===== src/rtl/ped_pkg.sv =====
// Shared constants and types for the per-pin edge event detector.
// Assumes at most eight banks so the configuration and status ranges do not overlap.
package ped_pkg;
    localparam int PINS_PER_BANK = 8;
    localparam int CFG_W         = 2 * PINS_PER_BANK;
    localparam int CFG_BASE      = 'h10;
    localparam int STS_BASE      = 'h20;

    // Two-bit edge selector of one pin, bit 0 rising, bit 1 falling.
    typedef struct packed {
        logic fall_en;
        logic rise_en;
    } pin_sel_t;

    // Which register kind a bus address selects.
    typedef enum logic [1:0] {
        SEL_NONE = 2'd0,
        SEL_CFG  = 2'd1,
        SEL_STS  = 2'd2
    } reg_sel_t;
endpackage


===== src/rtl/ped_snapshot.sv =====
// Keeps the previous captured pin vector and produces rise/fall pulses per pin.
// Assumes cap_vld is a single-cycle strobe; the first strobe after reset only primes.
module ped_snapshot #(
    parameter int NPINS = 64
) (
    input  logic             clk,
    input  logic             rst_n,
    input  logic             cap_vld,
    input  logic [NPINS-1:0] cap_data,
    output logic [NPINS-1:0] rise,
    output logic [NPINS-1:0] fall
);
    logic [NPINS-1:0] prev_q;
    logic             primed_q;
    logic             judge;

    // Store the latest captured vector and note that a reference exists.
    always_ff @(posedge clk) begin
        if (!rst_n) begin
            prev_q   <= '0;
            primed_q <= 1'b0;
        end else if (cap_vld) begin
            prev_q   <= cap_data;
            primed_q <= 1'b1;
        end
    end

    assign judge = cap_vld & primed_q;

    // Compare new vector against the stored one only on a primed strobe.
    always_comb begin
        rise = '0;
        fall = '0;
        if (judge) begin
            rise = cap_data & ~prev_q;
            fall = ~cap_data & prev_q;
        end
    end
endmodule


===== src/rtl/ped_bus_dec.sv =====
// Decodes the register bus into per-bank write enables and a read selector.
// Assumes byte data on bus_wdata[7:0]; halfword config writes must be even-aligned.
module ped_bus_dec #(
    parameter int NBANKS = 8,
    parameter int ADDR_W = 6,
    localparam int BW    = (NBANKS > 1) ? $clog2(NBANKS) : 1
) (
    input  logic              bus_wr,
    input  logic              bus_hw,
    input  logic [ADDR_W-1:0] bus_addr,
    output logic [NBANKS-1:0] cfg_we_lo,
    output logic [NBANKS-1:0] cfg_we_hi,
    output logic [NBANKS-1:0] sts_we,
    output ped_pkg::reg_sel_t rd_sel,
    output logic [BW-1:0]     rd_bank,
    output logic              rd_hi
);
    import ped_pkg::*;

    localparam logic [ADDR_W-1:0] CFG_LO  = ADDR_W'(CFG_BASE);
    localparam logic [ADDR_W-1:0] CFG_END = ADDR_W'(CFG_BASE + 2 * NBANKS);
    localparam logic [ADDR_W-1:0] STS_LO  = ADDR_W'(STS_BASE);
    localparam logic [ADDR_W-1:0] STS_END = ADDR_W'(STS_BASE + NBANKS);

    logic              cfg_hit;
    logic              sts_hit;
    logic [ADDR_W-1:0] cfg_off;
    logic [ADDR_W-1:0] sts_off;
    logic [BW-1:0]     cfg_bank;
    logic [BW-1:0]     sts_bank;

    // Range checks and bank index extraction.
    always_comb begin
        cfg_hit  = (bus_addr >= CFG_LO) && (bus_addr < CFG_END);
        sts_hit  = (bus_addr >= STS_LO) && (bus_addr < STS_END);
        cfg_off  = bus_addr - CFG_LO;
        sts_off  = bus_addr - STS_LO;
        cfg_bank = BW'(cfg_off >> 1);
        sts_bank = BW'(sts_off);
    end

    // Per-bank write enables; halfword to status or odd config is dropped.
    always_comb begin
        for (int k = 0; k < NBANKS; k++) begin
            cfg_we_lo[k] = bus_wr && cfg_hit && (cfg_bank == BW'(k)) && !cfg_off[0];
            cfg_we_hi[k] = bus_wr && cfg_hit && (cfg_bank == BW'(k))
                           && (bus_hw ? !cfg_off[0] : cfg_off[0]);
            sts_we[k]    = bus_wr && !bus_hw && sts_hit && (sts_bank == BW'(k));
        end
    end

    // Read selector for the top-level data mux.
    always_comb begin
        rd_sel  = SEL_NONE;
        rd_bank = '0;
        rd_hi   = 1'b0;
        if (cfg_hit) begin
            rd_sel  = SEL_CFG;
            rd_bank = cfg_bank;
            rd_hi   = cfg_off[0];
        end else if (sts_hit) begin
            rd_sel  = SEL_STS;
            rd_bank = sts_bank;
        end
    end
endmodule


===== src/rtl/ped_bank.sv =====
// One bank: the edge-selector word and the sticky status byte for eight pins.
// Assumes rise/fall are already gated by a primed capture strobe.
module ped_bank (
    input  logic                        clk,
    input  logic                        rst_n,
    input  logic                        we_lo,
    input  logic                        we_hi,
    input  logic                        sts_we,
    input  logic [7:0]                  wbyte_lo,
    input  logic [7:0]                  wbyte_hi,
    input  logic [ped_pkg::PINS_PER_BANK-1:0] rise,
    input  logic [ped_pkg::PINS_PER_BANK-1:0] fall,
    output logic [ped_pkg::CFG_W-1:0]   cfg_q,
    output logic [ped_pkg::PINS_PER_BANK-1:0] sts_q
);
    import ped_pkg::*;

    logic [PINS_PER_BANK-1:0] hit;
    logic [PINS_PER_BANK-1:0] clr;

    // Per-pin match of observed edge against its selector.
    for (genvar b = 0; b < PINS_PER_BANK; b++) begin : g_pin
        pin_sel_t sel;
        assign sel    = pin_sel_t'(cfg_q[2*b +: 2]);
        assign hit[b] = (rise[b] & sel.rise_en) | (fall[b] & sel.fall_en);
    end

    assign clr = sts_we ? wbyte_lo : '0;

    // Configuration word with independent byte lanes.
    always_ff @(posedge clk) begin
        if (!rst_n) begin
            cfg_q <= '0;
        end else begin
            if (we_lo) cfg_q[7:0]  <= wbyte_lo;
            if (we_hi) cfg_q[15:8] <= wbyte_hi;
        end
    end

    // Sticky status: write-one clears, a new event wins over a clear.
    always_ff @(posedge clk) begin
        if (!rst_n) sts_q <= '0;
        else        sts_q <= (sts_q & ~clr) | hit;
    end
endmodule


===== src/rtl/pin_edge_evt.sv =====
// Top of the per-pin edge event detector: snapshot compare, bus decode, banks,
// read mux and summary interrupt. Assumes NBANKS <= 8 and ADDR_W >= 6.
module pin_edge_evt #(
    parameter int NBANKS = 8,
    parameter int ADDR_W = 6,
    localparam int NPINS = NBANKS * ped_pkg::PINS_PER_BANK
) (
    input  logic              clk,
    input  logic              rst_n,
    input  logic              cap_vld,
    input  logic [NPINS-1:0]  cap_data,
    input  logic              bus_wr,
    input  logic              bus_hw,
    input  logic [ADDR_W-1:0] bus_addr,
    input  logic [15:0]       bus_wdata,
    output logic [15:0]       bus_rdata,
    output logic              irq_out
);
    import ped_pkg::*;

    localparam int BW = (NBANKS > 1) ? $clog2(NBANKS) : 1;

    logic [NPINS-1:0]        rise;
    logic [NPINS-1:0]        fall;
    logic [NBANKS-1:0]       cfg_we_lo;
    logic [NBANKS-1:0]       cfg_we_hi;
    logic [NBANKS-1:0]       sts_we;
    reg_sel_t                rd_sel;
    logic [BW-1:0]           rd_bank;
    logic                    rd_hi;
    logic [7:0]              wbyte_hi;
    logic [NBANKS*CFG_W-1:0] cfg_all;
    logic [NPINS-1:0]        sts_all;

    ped_snapshot #(.NPINS(NPINS)) u_snap (
        .clk      (clk),
        .rst_n    (rst_n),
        .cap_vld  (cap_vld),
        .cap_data (cap_data),
        .rise     (rise),
        .fall     (fall)
    );

    ped_bus_dec #(.NBANKS(NBANKS), .ADDR_W(ADDR_W)) u_dec (
        .bus_wr    (bus_wr),
        .bus_hw    (bus_hw),
        .bus_addr  (bus_addr),
        .cfg_we_lo (cfg_we_lo),
        .cfg_we_hi (cfg_we_hi),
        .sts_we    (sts_we),
        .rd_sel    (rd_sel),
        .rd_bank   (rd_bank),
        .rd_hi     (rd_hi)
    );

    // Upper config byte comes from the top lane only on halfword writes.
    assign wbyte_hi = bus_hw ? bus_wdata[15:8] : bus_wdata[7:0];

    for (genvar k = 0; k < NBANKS; k++) begin : g_bank
        ped_bank u_bank (
            .clk      (clk),
            .rst_n    (rst_n),
            .we_lo    (cfg_we_lo[k]),
            .we_hi    (cfg_we_hi[k]),
            .sts_we   (sts_we[k]),
            .wbyte_lo (bus_wdata[7:0]),
            .wbyte_hi (wbyte_hi),
            .rise     (rise[k*PINS_PER_BANK +: PINS_PER_BANK]),
            .fall     (fall[k*PINS_PER_BANK +: PINS_PER_BANK]),
            .cfg_q    (cfg_all[k*CFG_W +: CFG_W]),
            .sts_q    (sts_all[k*PINS_PER_BANK +: PINS_PER_BANK])
        );
    end

    // Summary interrupt over every bank.
    assign irq_out = |sts_all;

    // Combinational read data for the addressed register.
    always_comb begin
        bus_rdata = '0;
        case (rd_sel)
            SEL_CFG: begin
                if (bus_hw)     bus_rdata = cfg_all[int'(rd_bank)*CFG_W +: CFG_W];
                else if (rd_hi) bus_rdata = {8'h00, cfg_all[int'(rd_bank)*CFG_W + 8 +: 8]};
                else            bus_rdata = {8'h00, cfg_all[int'(rd_bank)*CFG_W +: 8]};
            end
            SEL_STS: bus_rdata = {8'h00, sts_all[int'(rd_bank)*PINS_PER_BANK +: PINS_PER_BANK]};
            default: bus_rdata = '0;
        endcase
    end
endmodule


===== config.mk =====
export PLATFORM = sky130hd
export DESIGN_NAME = pin_edge_evt
export DESIGN_NICKNAME = d
export VERILOG_FILES = /design/src/rtl/ped_pkg.sv /design/src/rtl/ped_snapshot.sv /design/src/rtl/ped_bus_dec.sv /design/src/rtl/ped_bank.sv /design/src/rtl/pin_edge_evt.sv
export SDC_FILE = /design/constraint.sdc
export NUM_CORES = 1
export LEC_CHECK = 0
export BUFFER_PORTS_ARGS = -buffer_cell sky130_fd_sc_hd__buf_2
export CAP_MARGIN = 10
export CORE_MARGIN = 3
export CORE_UTILIZATION = 55
export DETAILED_ROUTE_END_ITERATION = 8
export HOLD_SLACK_MARGIN = 0.05
export MAX_ROUTING_LAYER = met4
export PLACE_DENSITY = 0.78
export REMOVE_ABC_BUFFERS = 1
export SLEW_MARGIN = 20
export SYNTH_ARGS = -nofsm -noshare
export SYNTH_HDL_FRONTEND = slang
export SYNTH_HIERARCHICAL = 1
export SYNTH_SLANG_ARGS = --single-unit

===== constraint.sdc =====
create_clock -name clk -period 3 [get_ports clk]
set_input_delay 0.3 -clock clk [delete_from_list [all_inputs] [get_ports clk]]
set_output_delay 0.3 -clock clk [all_outputs]
set_load 0.01 [all_outputs]

After elaboration in Yosys (flattened, before gate mapping)
Cells that the tools add are included.
{ "word_totals": {"ff_bits": 257, "latch_bits": 0, "ram_bits": 0, "romBits": 0, "out_inout_bits": 17, "elab_cells": 336, "memories": 0} }
{ "classes": {"add_sub_neg": 3, "multipliers": 0, "div_mod_pow": 0, "magnitude_cmp": 4, "n_eq_ne": 16, "n_shift": 4, "n_mux": 20, "bitwise": 221, "reduce_logical": 42} }
{ "ops": {"columns": ["op", "count"], "rows": [
  ["$and A1 B1 Y1", 129],
  ["$and A64 B64 Y64", 2],
  ["$mux W64", 2],
  ["$not A64 Y64", 2],
  ["$shiftx A128 B8 Y16", 1],
  ["$shiftx A128 B8 Y8", 1],
  ["$shiftx A128 B9 Y8", 1],
  ["$mux W8", 10],
  ["$and A8 B8 Y8", 8],
  ["$not A8 Y8", 8],
  ["$or A1 B1 Y1", 64],
  ["$or A8 B8 Y8", 8],
  ["$reduce_or A64 Y1", 1],
  ["$shiftx A64 B7 Y8", 1],
  ["$logic_and A1 B1 Y1", 37],
  ["$pmux W16 S2", 1],
  ["$eq A3 B3 Y1 const B", 8],
  ["$mux W16", 1],
  ["$eq A3 B2 Y1 const B", 4],
  ["$lt A6 B6 Y1 const B", 2],
  ["$add A7 B4 Y8 const B", 1],
  ["$eq A3 B1 Y1 const B", 2],
  ["$ge A6 B5 Y1 const B", 1],
  ["$ge A6 B6 Y1 const B", 1],
  ["9 further kinds", 14]
]} }

Depth between registers and ports, before layout
{ "logic_depth": {"word_depth": 9, "depth_mapped": 9, "mapped_depth_nobuf": 6} }

Cells and area by module
Netlist, hierarchy kept.
{ "by_module_without_submodules": {"columns": ["module", "n_inst", "cells_each", "area_per_inst_um2", "seq_area_each_um2"], "rows": [
  ["ped_bank", 8, 84, 965.9, 480.5],
  ["ped_snapshot", 1, 351, 3470.8, 1301.2],
  ["pin_edge_evt", 1, 244, 2791.4, 0.0],
  ["ped_bus_dec", 1, 48, 339.1, 0.0]
]} }

Worst setup path after synthesis
OpenSTA, ideal clock, no wires.
{ "synth_timing": {"path_type": "input -> output", "start": "input port bus_addr[4]", "end": "output port bus_rdata[1]", "t_arrival_ns": 2.061, "t_required_ns": 2.700, "setup_slack_ns": 0.639, "path_stages": 8, "n_path_buf": 3, "cell_sequence": "nor3b_2 a22o_1 buf_6 buf_6 buf_4 mux4_2 a22oi_1 o21ai_1"} }
{ "synth_between": {"elab_chain_cells": 9, "elab_cells_between_ends": 21} }
{ "synth_lines": {"columns": ["item", "line", "rtl"], "rows": [
  ["from (decl)", "pin_edge_evt.sv:14", "input logic [ADDR_W-1:0] bus_addr,"],
  ["$ge A6 B6 Y1 / $lt A6 B6 Y1 (equally long branches)", "ped_bus_dec.sv:35", "sts_hit = (bus_addr >= STS_LO) && (bus_addr < STS_END);"],
  ["$logic_and A1 B1 Y1", "ped_bus_dec.sv:35", null],
  ["$mux W3", "ped_bus_dec.sv:61", "end else if (sts_hit) begin"],
  ["$mux W3 (*)", "ped_bus_dec.sv:57", "if (cfg_hit) begin"],
  ["net rd_bank[0]", "pin_edge_evt.sv:29", "logic [BW-1:0] rd_bank;"],
  ["$add A7 B4 Y8", "pin_edge_evt.sv:84", "else if (rd_hi) bus_rdata = {8'h00, cfg_all[int'(rd_bank)*CFG_W + 8 +: 8]};"],
  ["$shiftx A128 B9 Y8", "pin_edge_evt.sv:84", null],
  ["$mux W8", "pin_edge_evt.sv:84", null],
  ["$mux W16", "pin_edge_evt.sv:83", "if (bus_hw) bus_rdata = cfg_all[int'(rd_bank)*CFG_W +: CFG_W];"],
  ["$pmux W16 S2 (*)", "pin_edge_evt.sv:81", "case (rd_sel)"],
  ["to (decl)", "pin_edge_evt.sv:16", "output logic [15:0] bus_rdata,"]
]} }
Mark *: on every way through the listed nets, which the timed path passes. The rest lies on a longest branch.

Worst setup path after layout
{ "layout_timing": {"start": "register g_bank[0].u_bank/sts_q[0] (netlist bit)", "end": "output port irq_out"} }
{ "layout_between": {"elab_chain_cells": 1} }
{ "layout_lines": {"columns": ["item", "line", "rtl"], "rows": [
  ["from (decl)", "ped_bank.sv:14", "output logic [ped_pkg::PINS_PER_BANK-1:0] sts_q"],
  ["from (signal assigned)", "ped_bank.sv:43", "else sts_q <= (sts_q & ~clr) | hit;"],
  ["$reduce_or A64 Y1", "pin_edge_evt.sv:76", "assign irq_out = |sts_all;"],
  ["to (decl)", "pin_edge_evt.sv:17", "output logic irq_out"]
]} }
No other way between the ends.

==> flow_summary.toml <==
[yosys]
synth.top_cell.area_share = 0.359
syn_inst = 1315
synthAdderAreaFrac = 0.00175
synth-xor-area-share = 0.000611
async_reset_ff_frac = 0
syn_area_per_cell_um2 = 10.9
synth_top_area_cell = "dfxtp_1"
synth-seq-area-share = 0.359
synth_top_family_by_area = "multiplexers"
synth.area.top_cells = "dfxtp_1 36%, mux2i_1 14%, mux4_2 11%"
yosysMostFrequentCell = "dfxtp_1"
ys_ff_latch = 257
syn_area_um2 = 14300
synth_common_cells = "257 x dfxtp_1, 206 x mux2i_1, 199 x nor2b_1"
synth_edf_count = 0
synth-main-ff-cell = "dfxtp_1"
yosysWarnings = 6
yosys.area_share.simple = 0.190
yosys-mux-area-fraction = 0.265
synth_compound_area_frac = 0.139
synth.distinct_cells = 44

[cts]
cts_buffers = 28
clock-sinks = 257
htree_num_levels = 1
clkSlewWorstSetupHoldPaths_ns = 0.06
cts_root_buffer = "clkbuf_16"
ctsLongestPathBuffers = 3
cts_setup_buffers = 0
cts_tree = "done"
worstSkewPairLatency_ns = 0.54

[grt]
antenna_found_initial = 2
grt_max_degree = 258
gr-total-overflow = 0
grtUsageTotal = 0.321
grt_pass1_vias = 11100
grt_pass1_wl_um = 68000

[timing]
final-max-slew-violation-count = 0
setup_viol = 0
fmax_mhz = 345
holdWs_ns = 0.0619
tightest_slew_ns = 1.00
setup_tns_ns = 0
min_period_ns = 2.90
skew_ns = 0.0101
fin_crit_sh = 0.965
setup_ws_ns = 0.105
hold_violations = 0
rsz0062_at_grt = "false"
maxSlewHeadroom = 0.330

[layout]
drive_gt1_frac = 0.203
synthToLayoutAreaGrowth_pct = 15.5
fillerInstances = 2036
multi_input_area_um2 = 8580
final_net_count = 1556
seqCellArea_um2 = 5140
final_cells = 1814

[floorplanning]
core_area_um2 = 25400
io_pins = 108
num_rows = 58
die_area_um2 = 28000
fp.dieH_um = 167
die_width_um = 167
initial_core_util = 0.564

[worst_hold_path]
hold_path.class = "primary input to flop"

[drt]
dr.first_iter.drc_count = 1255
detail-route-antenna-nets = 0
viasPerCell = 6.38
drt_first_pass_iters = 6
wl_per_cell_um = 25.1
drt_wl_total_um = 45600
drc = 0
vias = 11600

[job]
drv_cap = 0

[pwr]
irDropWorstVdd_uv = 516
powerDensity_nw_per_um2 = 462
power_mw = 7.65
p_leak_nw = 5.64

[worst_setup_path]
critPathKind = "flop to output pin"
cp-start-kind = "flop"
end_kind = "output pin"
critPathMaxFanout = 3
worstPathArrival_ns = 2.60
cp.required_ns = 2.70

[placed_design]
gp_congestion = 1.03
pre_cts_slack_ns = 0.0713
dp_hpwl_um = 32400
place_inst = 1716
port_buffers = 107

[outcome]
status = "completed"
==> worst max-delay path, stage by stage, from the launching register on <==
cell and delay [ns]:
dfxtp_1 0.35, nor4_1 0.69, nand4_1 0.20, or4_1 0.63, buf_2 0.18
==> per-layer routing <==
layer  track usage  wire length, um  vias up
met3        0.0505             3730       83
met2         0.478            20400      520
met5             -                0        -
met1         0.465            20300     5744
met4        0.0736             1210        0
li1              -                -     5232
==> power breakdown <==
part | internal [mW] | leakage (nW) | switching, mW | total [mW]
combinational | 0.352 | 3.13 | 0.410 | 0.762
clock | 1.94 | 0.432 | 1.43 | 3.36
sequential | 3.47 | 2.08 | 0.0474 | 3.52
==> per-stage QoR <==
step                      instance area [um^2]   util
after floorplan                          13700      -
after global placement                   15200  0.597
after detailed placement                 15200  0.597
after CTS                                16500  0.651
after global routing                     16600  0.652
final                                    16600  0.652
==> state kept, by name, summed over array words and instances (netlist names) <==
register / flops
g_bank.u_bank/sts_q: 64
u_snap/primed_q: 1
g_bank.u_bank/cfg_q: 128
u_snap/prev_q: 64
==> final timing paths <==
path | startpoint | end | slack [ns] | cells after the start
worst max register to register | u_snap/primed_q$_SDFFE_PN0P_ | g_bank[1].u_bank/sts_q[5]$_SDFF_PN0_ | 1.25 | 5
worst max-delay path | g_bank[0].u_bank/sts_q[0]$_SDFF_PN0_ | irq_out | 0.10 | 4
worst min-delay path | cap_data[24] | u_snap/prev_q[24]$_SDFFE_PN0P_ | 0.06 | 3
worst min register to register | u_snap/primed_q$_SDFFE_PN0P_ | u_snap/primed_q$_SDFFE_PN0P_ | 0.51 | 1
==> layout make-up <==
cell class | instances | area share
Multi-Input combinational cell | 963 | 0.518
Clock buffer | 42 | 0.0510
Timing Repair Buffer | 208 | 0.0904
Tap cell | 330 | 0.0249
Antenna cell | 2 | 0.000302
Clock inverter | 7 | 0.00302
Inverter | 5 | 0.00113
Sequential cell | 257 | 0.311
==> kinds of logic (layout without fill, tap and decap cells) <==
family                     count (synthesis)  in the layout
AOI/OAI and AO/OA                        258            259
xor gates and xnor gates                   1              1
adders and majority gates                  2              2
buffers and inverters                     96            262
DFF                                      257            257
muxes                                    288            288
other                                      0              2
and+or+nand+nor                          413            413
==> timing repair <==
action / CTS / global route
setup endpoints to repair: 0 / 4
resized for setup: 0 / 2
hold endpoints to repair: 46 / 0
hold buffers: 46 / 0
==> layout by cell type, fill, tap and decap left out, types with 3 or more instances in the layout <==
| master | count |
|---|---|
| clkbuf_1 | 6 |
| nor4_1 | 18 |
| mux2i_1 | 206 |
| buf_12 | 6 |
| nand4_1 | 4 |
| clkbuf_8 | 7 |
| a22o_1 | 65 |
| nor2b_1 | 198 |
| mux4_2 | 72 |
| clkinvlp_4 | 3 |
| a221o_1 | 7 |
| nor3_1 | 7 |
| dlygate4sd3_1 | 46 |
| nand4bb_1 | 3 |
| nand2b_1 | 3 |
| nor3_2 | 3 |
| a22oi_1 | 8 |
| dfxtp_1 | 257 |
| buf_4 | 49 |
| nor2_1 | 11 |
| nand2_1 | 20 |
| a2bb2oi_1 | 6 |
| mux2_2 | 10 |
| a21boi_0 | 64 |
| o21ai_1 | 8 |
| buf_2 | 105 |
| o221ai_1 | 8 |
| nor3b_1 | 130 |
| inv_1 | 5 |
| clkbuf_16 | 29 |
| o21a_1 | 65 |
| a21oi_1 | 20 |
Power figures use the tool's default switching activity.
